===== src/rtl/tdr_span_pkg.sv =====
package tdr_span_pkg;

  typedef enum logic {
    WIN_IDLE = 1'b0,
    WIN_RUN  = 1'b1
  } win_e;

  // Saturating step: stays at lim once reached.
  function automatic int unsigned sat_step(input int unsigned cur, input int unsigned lim);
    return (cur >= lim) ? lim : cur + 32'd1;
  endfunction

  // Largest value of an n-bit counter.
  function automatic int unsigned top_of(input int unsigned nbits);
    return (32'd1 << nbits) - 32'd1;
  endfunction

endpackage


===== src/rtl/tdr_span_window.sv =====
module tdr_span_window
  import tdr_span_pkg::*;
(
  input  logic clk,
  input  logic rst_n,
  input  logic sw_rst,
  input  logic tx_start,
  input  logic carrier_lost,
  input  logic tick_en,
  output logic run,
  output logic clr_evt,
  output logic adv_evt
);

  win_e state_q, state_d;
  logic open_evt;
  logic close_evt;

  assign open_evt  = tx_start & ~carrier_lost & ~sw_rst;
  assign close_evt = carrier_lost | sw_rst;
  assign clr_evt   = tx_start | sw_rst;

  always_comb begin
    state_d = state_q;
    if (close_evt)     state_d = WIN_IDLE;
    else if (open_evt) state_d = WIN_RUN;
  end

  always_ff @(posedge clk or negedge rst_n) begin
    if (!rst_n) state_q <= WIN_IDLE;
    else        state_q <= state_d;
  end

  assign run     = (state_q == WIN_RUN);
  assign adv_evt = run & tick_en & ~tx_start & ~close_evt;

endmodule


===== src/rtl/tdr_span_count.sv =====
module tdr_span_count
  import tdr_span_pkg::*;
#(
  parameter int unsigned CNT_W = 10
) (
  input  logic             clk,
  input  logic             rst_n,
  input  logic             clear,
  input  logic             adv,
  output logic [CNT_W-1:0] count
);

  localparam int unsigned CNT_MAX = top_of(CNT_W);

  logic [CNT_W-1:0] count_d;

  always_comb begin
    count_d = count;
    if (clear)    count_d = '0;
    else if (adv) count_d = CNT_W'(sat_step(32'(count), CNT_MAX));
  end

  always_ff @(posedge clk or negedge rst_n) begin
    if (!rst_n) count <= '0;
    else        count <= count_d;
  end

endmodule


===== src/rtl/tdr_span_regview.sv =====
module tdr_span_regview #(
  parameter int unsigned CNT_W = 10,
  parameter int unsigned REG_W = 16
) (
  input  logic [CNT_W-1:0] count,
  input  logic             rd,
  input  logic             wr,
  input  logic             stopped,
  output logic [REG_W-1:0] rdata
);

  localparam int unsigned PAD_W = REG_W - CNT_W;

  logic grant;

  assign grant = rd & ~wr & stopped;
  assign rdata = grant ? {{PAD_W{1'b0}}, count} : '0;

endmodule


===== src/rtl/tdr_span_counter.sv =====
module tdr_span_counter #(
  parameter int unsigned CNT_W = 10,
  parameter int unsigned REG_W = 16
) (
  input  logic             clk,
  input  logic             hw_rst_n,
  input  logic             sw_rst,
  input  logic             tick_en,
  input  logic             tx_start,
  input  logic             carrier_lost,
  input  logic             stopped,
  input  logic             reg_rd,
  input  logic             reg_wr,
  output logic [REG_W-1:0] reg_rdata
);

  logic             meas_active;
  logic             clr_evt;
  logic             adv_evt;
  logic [CNT_W-1:0] count_q;

  tdr_span_window u_win (
    .clk          (clk),
    .rst_n        (hw_rst_n),
    .sw_rst       (sw_rst),
    .tx_start     (tx_start),
    .carrier_lost (carrier_lost),
    .tick_en      (tick_en),
    .run          (meas_active),
    .clr_evt      (clr_evt),
    .adv_evt      (adv_evt)
  );

  tdr_span_count #(.CNT_W(CNT_W)) u_cnt (
    .clk   (clk),
    .rst_n (hw_rst_n),
    .clear (clr_evt),
    .adv   (adv_evt),
    .count (count_q)
  );

  tdr_span_regview #(.CNT_W(CNT_W), .REG_W(REG_W)) u_view (
    .count   (count_q),
    .rd      (reg_rd),
    .wr      (reg_wr),
    .stopped (stopped),
    .rdata   (reg_rdata)
  );

endmodule


===== config.mk =====
export PLATFORM = sky130hd
export DESIGN_NAME = tdr_span_counter
export DESIGN_NICKNAME = d
export VERILOG_FILES = /design/src/rtl/tdr_span_pkg.sv /design/src/rtl/tdr_span_window.sv /design/src/rtl/tdr_span_count.sv /design/src/rtl/tdr_span_regview.sv /design/src/rtl/tdr_span_counter.sv
export SDC_FILE = /design/constraint.sdc
export NUM_CORES = 1
export LEC_CHECK = 0
export BUFFER_PORTS_ARGS = -buffer_cell sky130_fd_sc_hd__buf_4
export CELL_PAD_IN_SITES_DETAIL_PLACEMENT = 0
export CELL_PAD_IN_SITES_GLOBAL_PLACEMENT = 1
export CORE_AREA = 2 2 51 48
export DETAILED_ROUTE_END_ITERATION = 8
export DIE_AREA = 0 0 53 50
export GPL_TIMING_DRIVEN = 0
export PLACE_DENSITY_LB_ADDON = 0.1
export SKIP_CTS_REPAIR_TIMING = 1
export SYNTH_ARGS = -nofsm -noshare
export SYNTH_HDL_FRONTEND = slang
export SYNTH_SLANG_ARGS = --single-unit

===== constraint.sdc =====
create_clock -name clk -period 1.8 [get_ports clk]
set_input_delay 0.36 -clock clk [delete_from_list [all_inputs] [get_ports clk]]
set_output_delay 0.36 -clock clk [all_outputs]
set_load 0.005 [all_outputs]

# Yosys cells after proc, flatten, opt, wreduce, memory -nomap -nowiden
# Cells that the tools add are included.
[word_totals]
register_bits = 11
inputBits = 9
word_cells = 26
[op_classes]
addsub = 1
n_lt_le_gt_ge = 1
muxes = 6
n_bitwise = 14
reduce_logical = 2
[ops]
columns = ["operator", "n"]
rows = [
  ["$mux W10", 4],
  ["$add A10 B1 Y10 const B", 1],
  ["$ge A10 B10 Y1 const B", 1],
  ["$and A1 B1 Y1", 7],
  ["$not A1 Y1", 5],
  ["$reduce_bool A2 Y1", 2],
  ["$mux W1", 2],
  ["$or A1 B1 Y1", 2],
]

# Longest topological paths before layout
# Gate-level depths: netlist of the first run.
[logic_depth]
ltp_word = 5
ltp_mapped = 5
depth_no_buf = 5

# Modules after synthesis
# A second synthesis of the first run with hierarchy kept.
[hier_totals]
cells_unflattened = 81
area_unflattened_um2 = 813.3
[by_module_without_submodules]
columns = ["module", "instances", "cells_each", "area_each_um2", "seq_area_each_um2"]
rows = [
  ["tdr_span_count", 1, 58, 608.1, 250.2],
  ["tdr_span_regview", 1, 17, 148.9, 0.0],
  ["tdr_span_window", 1, 6, 56.3, 25.0],
]

# Worst setup path after synthesis of the first run
# No wires, ideal clock.
[synth_timing]
path_type = "flip-flop to flip-flop"
start = "register u_cnt.count[0]"
end = "register u_cnt.count[7]"
setup_time_ps = 80
arrival_time_ps = 1249
t_required_ps = 1720
setup_slack_ps = 470
stages_incl_launch_ff = 6
path_buffers = 0
path_cell_list = "dfrtp_1 -> ha_1 -> and4_4 -> nand3_4 -> and4_4 -> nor3_2"
[synth_between]
elab_chain_cells = 4
[synth_rtl]
columns = ["element", "line", "rtl"]
rows = [
  ["start, declared", "tdr_span_count.sv:10", "output logic [CNT_W-1:0] count"],
  ["start signal, assigned", "tdr_span_count.sv:25", "else count <= count_d;"],
  ["$add A10 B1 Y10 or $ge A10 B10 Y1 (tied branches)", "tdr_span_pkg.sv:10", "return (cur >= lim) ? lim : cur + 32'd1;"],
  ["$mux W10 (*)", "tdr_span_pkg.sv:10", ""],
  ["$mux W10 (*)", "tdr_span_count.sv:20", "else if (adv) count_d = CNT_W'(sat_step(32'(count), CNT_MAX));"],
  ["$mux W10 (*)", "tdr_span_count.sv:19", "if (clear) count_d = '0;"],
]
# Mark *: on every way between the ends. The rest lies on a longest branch, timed or not. The select of a mux whose other input is x is not followed.
# A chain may end at the register's enable or synchronous reset.

# Worst setup path in the final report of the first run
[layout_timing]
start = "input port reg_rd"
end = "output port reg_rdata[2]"
[layout_between]
elab_chain_cells = 3
[layout_rtl]
columns = ["element", "line", "rtl"]
rows = [
  ["start, declared", "tdr_span_counter.sv:12", "input logic reg_rd,"],
  ["$and A1 B1 Y1 (2 in series)", "tdr_span_regview.sv:16", "assign grant = rd & ~wr & stopped;"],
  ["$mux W10", "tdr_span_regview.sv:17", "assign rdata = grant ? {{PAD_W{1'b0}}, count} : '0;"],
  ["end, declared", "tdr_span_counter.sv:14", "output logic [REG_W-1:0] reg_rdata"],
]
# No other way between the ends.

==> results of run 1 <==
==> Yosys cell counts <==
library cell   n
and3b_1        1
clkbuf_1       1
or2_0          1
and4_2         1
o21ai_0        4
and2_2         1
a21oi_1        5
and3_1         1
dfrtp_1       11
nor3_1         3
nand3_1        2
nand3_4        1
nor3b_1        1
buf_4          6
nor2_1         6
a31oi_1        4
and4_4         2
nor3_4         1
ha_1           1
nand4_1        2
nor3_2         1
a21o_2         1
and2_1        10
a211oi_1       2
and3_2         1
nand3b_1       1
a41oi_1        1
conb_1         1
nand2_1        3
==> flip-flops by register name, summed over array words and instances, names as in the netlist <==
name and count:
u_win.run 1, u_cnt.count 10
==> how the worst max path moves through the flow <==
| stage | end | slack (ns) | start | cells past startpoint |
|---|---|---|---|---|
| after floorplan | u_cnt.count[7] | 0.47 | u_cnt.count[0] | 5 |
| after global placement | reg_rdata[2] | 0.22 | reg_wr | 4 |
| after detailed placement | reg_rdata[2] | 0.20 | reg_rd | 5 |
| after CTS | reg_rdata[2] | 0.20 | reg_rd | 5 |
| after global routing | reg_rdata[2] | 0.11 | reg_rd | 5 |
| final | reg_rdata[2] | 0.27 | reg_rd | 5 |
==> metrics by stage <==
step           cell area [sq um]  hold WS, ns  total power, mW
6_report                     928        0.252            0.466
5_1_grt                      928        0.248            0.493
4_1_cts                      918      -0.0871            0.471
3_5_place_dp                 892        0.205            0.299
3_3_place_gp                 892        0.206            0.298
2_1_floorplan                723       0.0644            0.275
==> power groups by stage <==
stage               clock network, mW  registers [mW]  logic, mW
floorplan                           0           0.254     0.0212
global placement                    0           0.254     0.0438
detailed placement                  0           0.255     0.0441
CTS                             0.178           0.250     0.0442
global route                    0.192           0.250     0.0520
finish                          0.171           0.250     0.0452
==> routing by layer <==
metal  vias up  wire length, um  global-route usage, %
met5         -                0                      0
li1        325                -                      -
met1       280              721                   17.7
met3         4              109                   2.73
met4         0               22                   6.41
met2        24              657                   19.4
==> worst max-delay path, delay by kind of cell <==
family | cells | cell delay, ns
buf+inv | 2 | 0.18
simple gates | 3 | 0.64
==> area by class of cell <==
| class | instances | area [sq um] | share of cell area, % |
|---|---|---|---|
| clock buffer | 4 | 26.3 | 2.83 |
| tap | 27 | 33.8 | 3.64 |
| multi-input combinational | 63 | 399 | 43.0 |
| sequential | 11 | 275 | 29.6 |
| buffer | 7 | 48.8 | 5.26 |
| timing repair buffer | 19 | 145 | 15.6 |
==> cell families after synthesis <==
group / after synthesis
AOI/OAI and AO/OA: 17
other: 1
DFF: 11
adders and majority gates: 1
buffers and inverters: 7
and+or+nand+nor: 39
==> flow_metrics.env, run 1 <==
export IMPL_antenna_found_initial=0
export IMPL_holdCritStartpoint="carrier_lost"
export IMPL_crit_arrival_ns=1.17
export IMPL_layout_drive_gt1_share_pct=34.6
export IMPL_powerDensity_mw_per_mm2=502
export IMPL_skew_ns=0.00436
export IMPL_avgSynthCellArea_sq_um=9.27
export IMPL_netlist_area_leader_share_pct=39.1
export IMPL_worstRegToRegCells=5
export IMPL_holdPathStages=2
export IMPL_leakagePower_nw=0.454
export IMPL_placed_cells=126
export IMPL_synth_seq_cells=11
export IMPL_r2r_start="u_cnt.count[0]"
export IMPL_worstHoldPathType="primary input to register"
export IMPL_cts_tree="done"
export IMPL_row_count=16
export IMPL_place_hpwl_mm=1.16
export IMPL_synthSimpleGateAreaFrac_pct=37.1
export IMPL_fin_ws_ns=0.266
export IMPL_grt_max_degree=12
export IMPL_power_frac_seq_pct=53.6
export IMPL_num_fill_cells=235
export IMPL_run_status="completed"
export IMPL_p_int_mw=0.358
export IMPL_drt_pre_antenna_iters=4
export IMPL_boundaryPins=25
export IMPL_cts_reportedPaths_clkPinSlew_ns=0.07
export IMPL_vias_per_cell=4.83
export IMPL_yosysWarnings=0
export IMPL_clockBufferDepth=2
export IMPL_grt_pass1_wl_mm=2.54
export IMPL_gp_routability_congestion=0.736
export IMPL_die_area_sq_mm=0.00265
export IMPL_wl_mm=1.51
export IMPL_io_buffer_count=18
export IMPL_htreeDepth=1
export IMPL_gr_total_overflow=0
export IMPL_ys_seq_area_share_pct=39.1
export IMPL_peakVddDrop_v=0.000271
export IMPL_cpMaxStageDelayCell="nor2_1"
export IMPL_synthCells=76
export IMPL_comb_power_share_pct=9.7
export IMPL_clock_latency_ns=0.27
export IMPL_setup_viol=0
export IMPL_grt_pass1_vias=554
export IMPL_r2r_end="u_cnt.count[7]"
export IMPL_via_count=633
export IMPL_period_share_pct=85.2
export IMPL_synth_fa_ha_area_share_pct=1.78
export IMPL_synthesis_area_sq_um=704
export IMPL_synth_compound_area_share_pct=14.6
export IMPL_finalNetCount=115
export IMPL_power_net_switching_mw=0.108
export IMPL_die_w_um=53
export IMPL_initial_core_util_pct=33.5
export IMPL_dpl_worst_slack_ns=0.202
export IMPL_layout_cells_non_filler=131
export IMPL_ant_nets=0
export IMPL_die_y_um=50
export IMPL_clkPwrFrac_pct=36.7
export IMPL_cp_end_kind="output port"
export IMPL_synthMuxAreaShare_pct=0
export IMPL_fin_util_pct=44.2
export IMPL_slowest_delay_ns=0.38
export IMPL_fmax_ghz=0.652
export IMPL_period_minus_slack_ns=1.53
export IMPL_hold_path_end="u_win.run"
export IMPL_netlist_top_cells_area="dfrtp_1 39%, and2_1 8.9%, buf_4 6.4%"
export IMPL_final_cell_mix="24 x buf_4, 11 x dfrtp_1, 10 x and2_1, 6 x nor2_1, 6 x conb_1"
export IMPL_root_buffer="clkbuf_4"
export IMPL_r2r_setup_slack_ns=0.31
export IMPL_rsz0062_at_grt="no"
export IMPL_n_antenna_cell=0
export IMPL_grtUsageTotal_pct=13.0
export IMPL_route_detailed_drc=0
export IMPL_maxCapViolations=0
export IMPL_core_sq_mm=0.00210
export IMPL_finalSetupTns_ns=0
export IMPL_path_cells="buf_4, nand2_1, nor2_1, and2_2, buf_4"
export IMPL_avgRoutedWirePerCell_um=11.5
export IMPL_crit_fanout=10
export IMPL_clock_sinks=11
export IMPL_synth_top_area_cell="dfrtp_1"
export IMPL_dr_first_iter_drc_count=10
export IMPL_syn2layout_area_growth_pct=31.8
export IMPL_finalMaxSlewViolations=0
export IMPL_cts_buffers=3
export IMPL_critPathMostFrequentCell="buf_4"
export IMPL_synth_top_family_by_area="simple AND/OR/NAND/NOR gates"
export IMPL_setup_worst_path_class="primary input to output port"
export IMPL_cp_data_required_time_ns=1.44
export IMPL_synth_xor_area_share_pct=0
export IMPL_yosysUniqueCellTypes=29
export IMPL_hold_viol=0
export IMPL_start_kind="primary input"
export IMPL_power_share_switching_pct=23.1
export IMPL_final_common_cell="buf_4"
No activity file was read; power rests on OpenSTA's default activity.
==> run 2, diff against run 1 <==
--- a/config.mk
+++ b/config.mk
@@ -8,9 +8,9 @@
 export BUFFER_PORTS_ARGS = -buffer_cell sky130_fd_sc_hd__buf_4
 export CELL_PAD_IN_SITES_DETAIL_PLACEMENT = 0
 export CELL_PAD_IN_SITES_GLOBAL_PLACEMENT = 1
-export CORE_AREA = 2 2 51 48
+export CORE_AREA = 2 2 49 47
 export DETAILED_ROUTE_END_ITERATION = 8
-export DIE_AREA = 0 0 53 50
+export DIE_AREA = 0 0 51 49
 export GPL_TIMING_DRIVEN = 0
 export PLACE_DENSITY_LB_ADDON = 0.1
 export SKIP_CTS_REPAIR_TIMING = 1
==> constraint.sdc (replaced) <==
create_clock -name clk -period 1.9 [get_ports clk]
set_input_delay 0.38 -clock clk [delete_from_list [all_inputs] [get_ports clk]]
set_output_delay 0.38 -clock clk [all_outputs]
set_load 0.005 [all_outputs]
==> flow_metrics.env, run 2 (synthesis results as in run 1) <==
export IMPL_holdCritStartpoint="sw_rst"
export IMPL_clock_latency_ns=0.26
export IMPL_placed_cells=126
export IMPL_powerDensity_mw_per_mm2=473
export IMPL_row_count=16
export IMPL_syn2layout_area_growth_pct=31.8
export IMPL_finalMaxSlewViolations=0
export IMPL_fin_area_sq_um=928
export IMPL_worstHoldPathType="primary input to register"
export IMPL_skew_ns=0.00160
export IMPL_cts_reportedPaths_clkPinSlew_ns=0.07
export IMPL_clkPwrFrac_pct=36.3
export IMPL_dr_first_iter_drc_count=8
export IMPL_boundaryPins=25
export IMPL_route_detailed_drc=0
export IMPL_place_area_sq_um=892
export IMPL_core_sq_mm=0.00202
export IMPL_run_status="completed"
export IMPL_top_register="u_cnt.count"
export IMPL_htreeDepth=1
export IMPL_rsz0062_at_grt="no"
export IMPL_path_cells="buf_4, nor2_1, and2_2, buf_4"
export IMPL_ant_nets=0
export IMPL_critPathMostFrequentCell="buf_4"
export IMPL_finalNetCount=115
export IMPL_n_antenna_cell=0
export IMPL_comb_power_share_pct=9.8
export IMPL_finalSetupTns_ns=0
export IMPL_leakagePower_nw=0.454
export IMPL_crit_fanout=10
export IMPL_avgRoutedWirePerCell_um=11.1
export IMPL_final_cell_mix="24 x buf_4, 11 x dfrtp_1, 10 x and2_1, 6 x nor2_1, 6 x conb_1"
export IMPL_grt_pass1_wl_mm=2.41
export IMPL_path_delay_family="simple AND/OR/NAND/NOR gates"
export IMPL_gp_routability_congestion=0.755
export IMPL_cts_buffers=3
export IMPL_die_y_um=49
export IMPL_setup_viol=0
export IMPL_die_w_um=51
export IMPL_crit_arrival_ns=1.18
export IMPL_power_frac_seq_pct=53.8
export IMPL_root_buffer="clkbuf_4"
export IMPL_hold_path_end="u_win.run"
export IMPL_gr_total_overflow=0
export IMPL_cts_tree="done"
export IMPL_cpMaxStageDelayCell="nor2_1"
export IMPL_path_buf_inv=2
export IMPL_die_area_sq_mm=0.00250
export IMPL_period_share_pct=81.9
export IMPL_cp_data_required_time_ns=1.52
export IMPL_grtUsageTotal_pct=12.9
export IMPL_place_hpwl_mm=1.09
export IMPL_wl_mm=1.45
export IMPL_grt_pass1_vias=525
export IMPL_power_net_switching_mw=0.0997
export IMPL_initial_core_util_pct=34.8
export IMPL_power_share_switching_pct=22.7
export IMPL_final_common_cell="buf_4"
export IMPL_grt_max_degree=12
export IMPL_num_fill_cells=203
export IMPL_r2r_start="u_cnt.count[0]"
export IMPL_holdPathStages=2
export IMPL_r2r_setup_slack_ns=0.43
export IMPL_peakVddDrop_v=0.000307
export IMPL_power_mw=0.439
export IMPL_setup_worst_path_class="primary input to output port"
export IMPL_layout_cells_non_filler=131
export IMPL_p_int_mw=0.339
export IMPL_slowest_delay_ns=0.37
export IMPL_fin_util_pct=45.9
export IMPL_period_minus_slack_ns=1.56
export IMPL_clockBufferDepth=2
export IMPL_largest_reg_flops=10
export IMPL_via_count=609
export IMPL_start_kind="primary input"
export IMPL_cp_end_kind="output port"
export IMPL_hold_viol=0
export IMPL_maxCapViolations=0
export IMPL_antenna_found_initial=0
export IMPL_worstRegToRegCells=5
export IMPL_fmax_ghz=0.642
export IMPL_layout_drive_gt1_share_pct=34.6
export IMPL_r2r_end="u_cnt.count[7]"
export IMPL_vias_per_cell=4.65
export IMPL_drt_pre_antenna_iters=4
export IMPL_io_buffer_count=18
export IMPL_clock_sinks=11
-- run 2: how the worst max path moves through the flow --
stage | start | to | slack [ns] | cells past startpoint
floorplan | u_cnt.count[0] | u_cnt.count[7] | 0.57 | 5
global placement | reg_wr | reg_rdata[2] | 0.32 | 4
detailed placement | reg_wr | reg_rdata[2] | 0.30 | 4
CTS | reg_wr | reg_rdata[2] | 0.30 | 4
global route | reg_wr | reg_rdata[2] | 0.20 | 4
finish | reg_wr | reg_rdata[2] | 0.34 | 4
-- run 2: area by class of cell --
cell class	count	area, sq um	area share, %
well taps	27	33.8	3.64
clock buffers	4	26.3	2.83
flip-flops and latches	11	275	29.6
multi-input cells	63	399	43.0
repair buffers	19	145	15.6
plain buffers	7	48.8	5.26
-- run 2: metrics by stage --
step | setup WS [ns] | hold slack, ns
finish | 0.343 | 0.279
global route | 0.203 | 0.263
CTS | 0.301 | -0.0657
detailed placement | 0.300 | 0.226
global placement | 0.324 | 0.228
floorplan | 0.570 | 0.0844
-- run 2: worst reg2reg max path, stage by stage (launching register included) --
cell,delay (ns)
dfrtp_1,0.42
ha_1,0.25
and4_4,0.26
nand3_4,0.11
and4_4,0.22
nor3_2,0.14
-- run 2: power by group through the flow --
| stage | sequential (mW) | combinational, mW | clock (mW) |
|---|---|---|---|
| floorplan | 0.241 | 0.0201 | 0 |
| global route | 0.237 | 0.0489 | 0.185 |
| global placement | 0.241 | 0.0417 | 0 |
| detailed placement | 0.241 | 0.0419 | 0 |
| CTS | 0.236 | 0.0420 | 0.168 |
| finish | 0.236 | 0.0432 | 0.159 |
-- run 2: metal layers --
layer  global-route usage (%)  up-vias  part of all wire (%)
li1                         -      324                     -
met1                     17.6      264                    52
met2                     18.6       19                    42
met3                     3.07        2                   4.9
met4                     6.76        0                  0.96
met5                        0        -                     0
==> run 3, diff against run 2 <==
--- a/config.mk
+++ b/config.mk
@@ -8,9 +8,9 @@
 export BUFFER_PORTS_ARGS = -buffer_cell sky130_fd_sc_hd__buf_4
 export CELL_PAD_IN_SITES_DETAIL_PLACEMENT = 0
 export CELL_PAD_IN_SITES_GLOBAL_PLACEMENT = 1
-export CORE_AREA = 2 2 49 47
+export CORE_AREA = 2 2 54 51
 export DETAILED_ROUTE_END_ITERATION = 8
-export DIE_AREA = 0 0 51 49
+export DIE_AREA = 0 0 56 53
 export GPL_TIMING_DRIVEN = 0
 export PLACE_DENSITY_LB_ADDON = 0.1
 export SKIP_CTS_REPAIR_TIMING = 1
==> constraint.sdc (replaced) <==
create_clock -name clk -period 1.3 [get_ports clk]
set_input_delay 0.26 -clock clk [delete_from_list [all_inputs] [get_ports clk]]
set_output_delay 0.26 -clock clk [all_outputs]
set_load 0.005 [all_outputs]
==> flow_metrics.env, run 3 (synthesis results as in run 1) <==
export IMPL_run_status="finished, violations left"
export IMPL_violations="negative setup slack"
export IMPL_path_cells="buf_6, and2_4, buf_6"
export IMPL_top_register="u_cnt.count"
export IMPL_route_detailed_drc=0
export IMPL_clock_latency_ns=0.26
export IMPL_finalMaxSlewViolations=0
export IMPL_vias_per_cell=4.89
export IMPL_clkPwrFrac_pct=36.5
export IMPL_cp_end_kind="output port"
export IMPL_final_common_cell="buf_4"
export IMPL_cts_reportedPaths_clkPinSlew_ns=0.07
export IMPL_final_cell_mix="26 x buf_4, 8 x and2_1, 7 x dfrtp_1, 6 x conb_1, 5 x nor2_1"
export IMPL_clock_sinks=11
export IMPL_multiInputGateArea_sq_um=438
export IMPL_wl_mm=1.65
export IMPL_hold_viol=0
export IMPL_grt_max_degree=12
export IMPL_avgRoutedWirePerCell_um=12.0
export IMPL_core_sq_mm=0.00238
export IMPL_cts_buffers=3
export IMPL_setup_viol=3
export IMPL_maxCapViolations=0
export IMPL_place_area_sq_um=896
export IMPL_num_fill_cells=250
export IMPL_dr_first_iter_drc_count=12
export IMPL_skew_ns=0.00405
export IMPL_antenna_found_initial=0
export IMPL_fin_area_sq_mm=0.00103
export IMPL_cts_tree="done"
export IMPL_grt_pass1_wl_mm=2.73
export IMPL_slowest_delay_ns=0.44
export IMPL_htreeDepth=1
export IMPL_power_share_switching_pct=23.6
export IMPL_root_buffer="clkbuf_4"
export IMPL_rsz0062_at_grt="yes"
export IMPL_powerDensity_mw_per_mm2=634
export IMPL_io_buffer_count=18
export IMPL_setup_worst_path_class="register to output port"
export IMPL_fin_worst_hold_slack_ns=0.155
export IMPL_via_count=670
export IMPL_period_share_pct=102
export IMPL_crit_fanout=4
export IMPL_fmax_ghz=0.758
export IMPL_clockBufferDepth=2
export IMPL_cpMaxStageDelayCell="dfrtp_2"
export IMPL_worstHoldPathType="primary input to register"
export IMPL_ff_latch_area_sq_um=280
export IMPL_peakVddDrop_v=0.000413
export IMPL_gp_routability_congestion=0.731
export IMPL_syn2layout_area_growth_pct=46.2
export IMPL_dpl_worst_slack_ns=-0.104
export IMPL_fin_ws_ns=-0.0199
export IMPL_initial_core_util_pct=29.6
export IMPL_layout_cells_non_filler=137
export IMPL_ant_nets=0
export IMPL_grtUsageTotal_pct=12.3
export IMPL_largest_reg_flops=10
export IMPL_p_int_mw=0.499
export IMPL_die_area_sq_mm=0.00297
export IMPL_boundaryPins=25
export IMPL_period_minus_slack_ns=1.32
export IMPL_grt_pass1_vias=584
export IMPL_power_frac_seq_pct=53.0
export IMPL_comb_power_share_pct=10.5
export IMPL_crit_arrival_ns=1.06
export IMPL_die_w_um=56
export IMPL_start_kind="register"
export IMPL_row_count=17
export IMPL_cp_data_required_time_ns=1.04
export IMPL_power_net_switching_mw=0.154
export IMPL_gr_total_overflow=0
export IMPL_layout_drive_gt1_share_pct=48.6
export IMPL_finalNetCount=120
export IMPL_critPathMostFrequentCell="buf_6"
export IMPL_leakagePower_nw=0.479
export IMPL_drt_pre_antenna_iters=4
export IMPL_place_hpwl_mm=1.19
export IMPL_die_y_um=53
export IMPL_placed_cells=127
export IMPL_n_antenna_cell=0
-- run 3: layout make-up --
type | instances | area share, %
tap | 28 | 3.40
buffer | 6 | 4.37
multi-input combinational | 63 | 42.5
clock buffer | 4 | 2.55
timing repair buffer | 25 | 19.9
sequential | 11 | 27.2
-- run 3: path summary, 6_finish.rpt --
kind                       slack [ns]  cells after the start           start        endpoint
min in group asynchronous        0.36                      2        hw_rst_n  u_cnt.count[4]
min                              0.15                      2    carrier_lost       u_win.run
min reg2reg                      0.53                      1  u_cnt.count[5]  u_cnt.count[5]
max reg2reg                         0                      5  u_cnt.count[0]  u_cnt.count[7]
max in group asynchronous        0.77                      2        hw_rst_n  u_cnt.count[2]
max                             -0.02                      3  u_cnt.count[1]    reg_rdata[1]
-- run 3: power by group through the flow --
stage	clock network, mW	registers (mW)	logic [mW]
finish	0.238	0.346	0.0687
global route	0.267	0.346	0.0779
CTS	0.248	0.345	0.0621
detailed placement	0	0.352	0.0620
global placement	0	0.352	0.0612
floorplan	0	0.352	0.0294
-- run 3: metal layers --
layer | wire length [um] | vias up | track usage (%)
li1 | - | 339 | -
met1 | 801 | 313 | 15.5
met2 | 749 | 16 | 20.4
met3 | 81 | 2 | 2.93
met4 | 14 | 0 | 4.76
met5 | 0 | - | 0
-- run 3: metrics by stage --
step	TNS, ns	power (mW)	util, %
2_1_floorplan	0	0.381	-
3_3_place_gp	-0.878	0.414	37.6
3_5_place_dp	-1.15	0.414	37.6
4_1_cts	-1.17	0.655	38.7
5_1_grt	-0.556	0.690	43.2
6_report	-0.0240	0.653	43.2
-- run 3: worst max-delay path: cells and delay by family (launching register included) --
| kind | cells | cell delay (ns) |
|---|---|---|
| AND/OR/NAND/NOR | 1 | 0.12 |
| flip-flops | 1 | 0.44 |
| buffers and inverters | 2 | 0.23 |
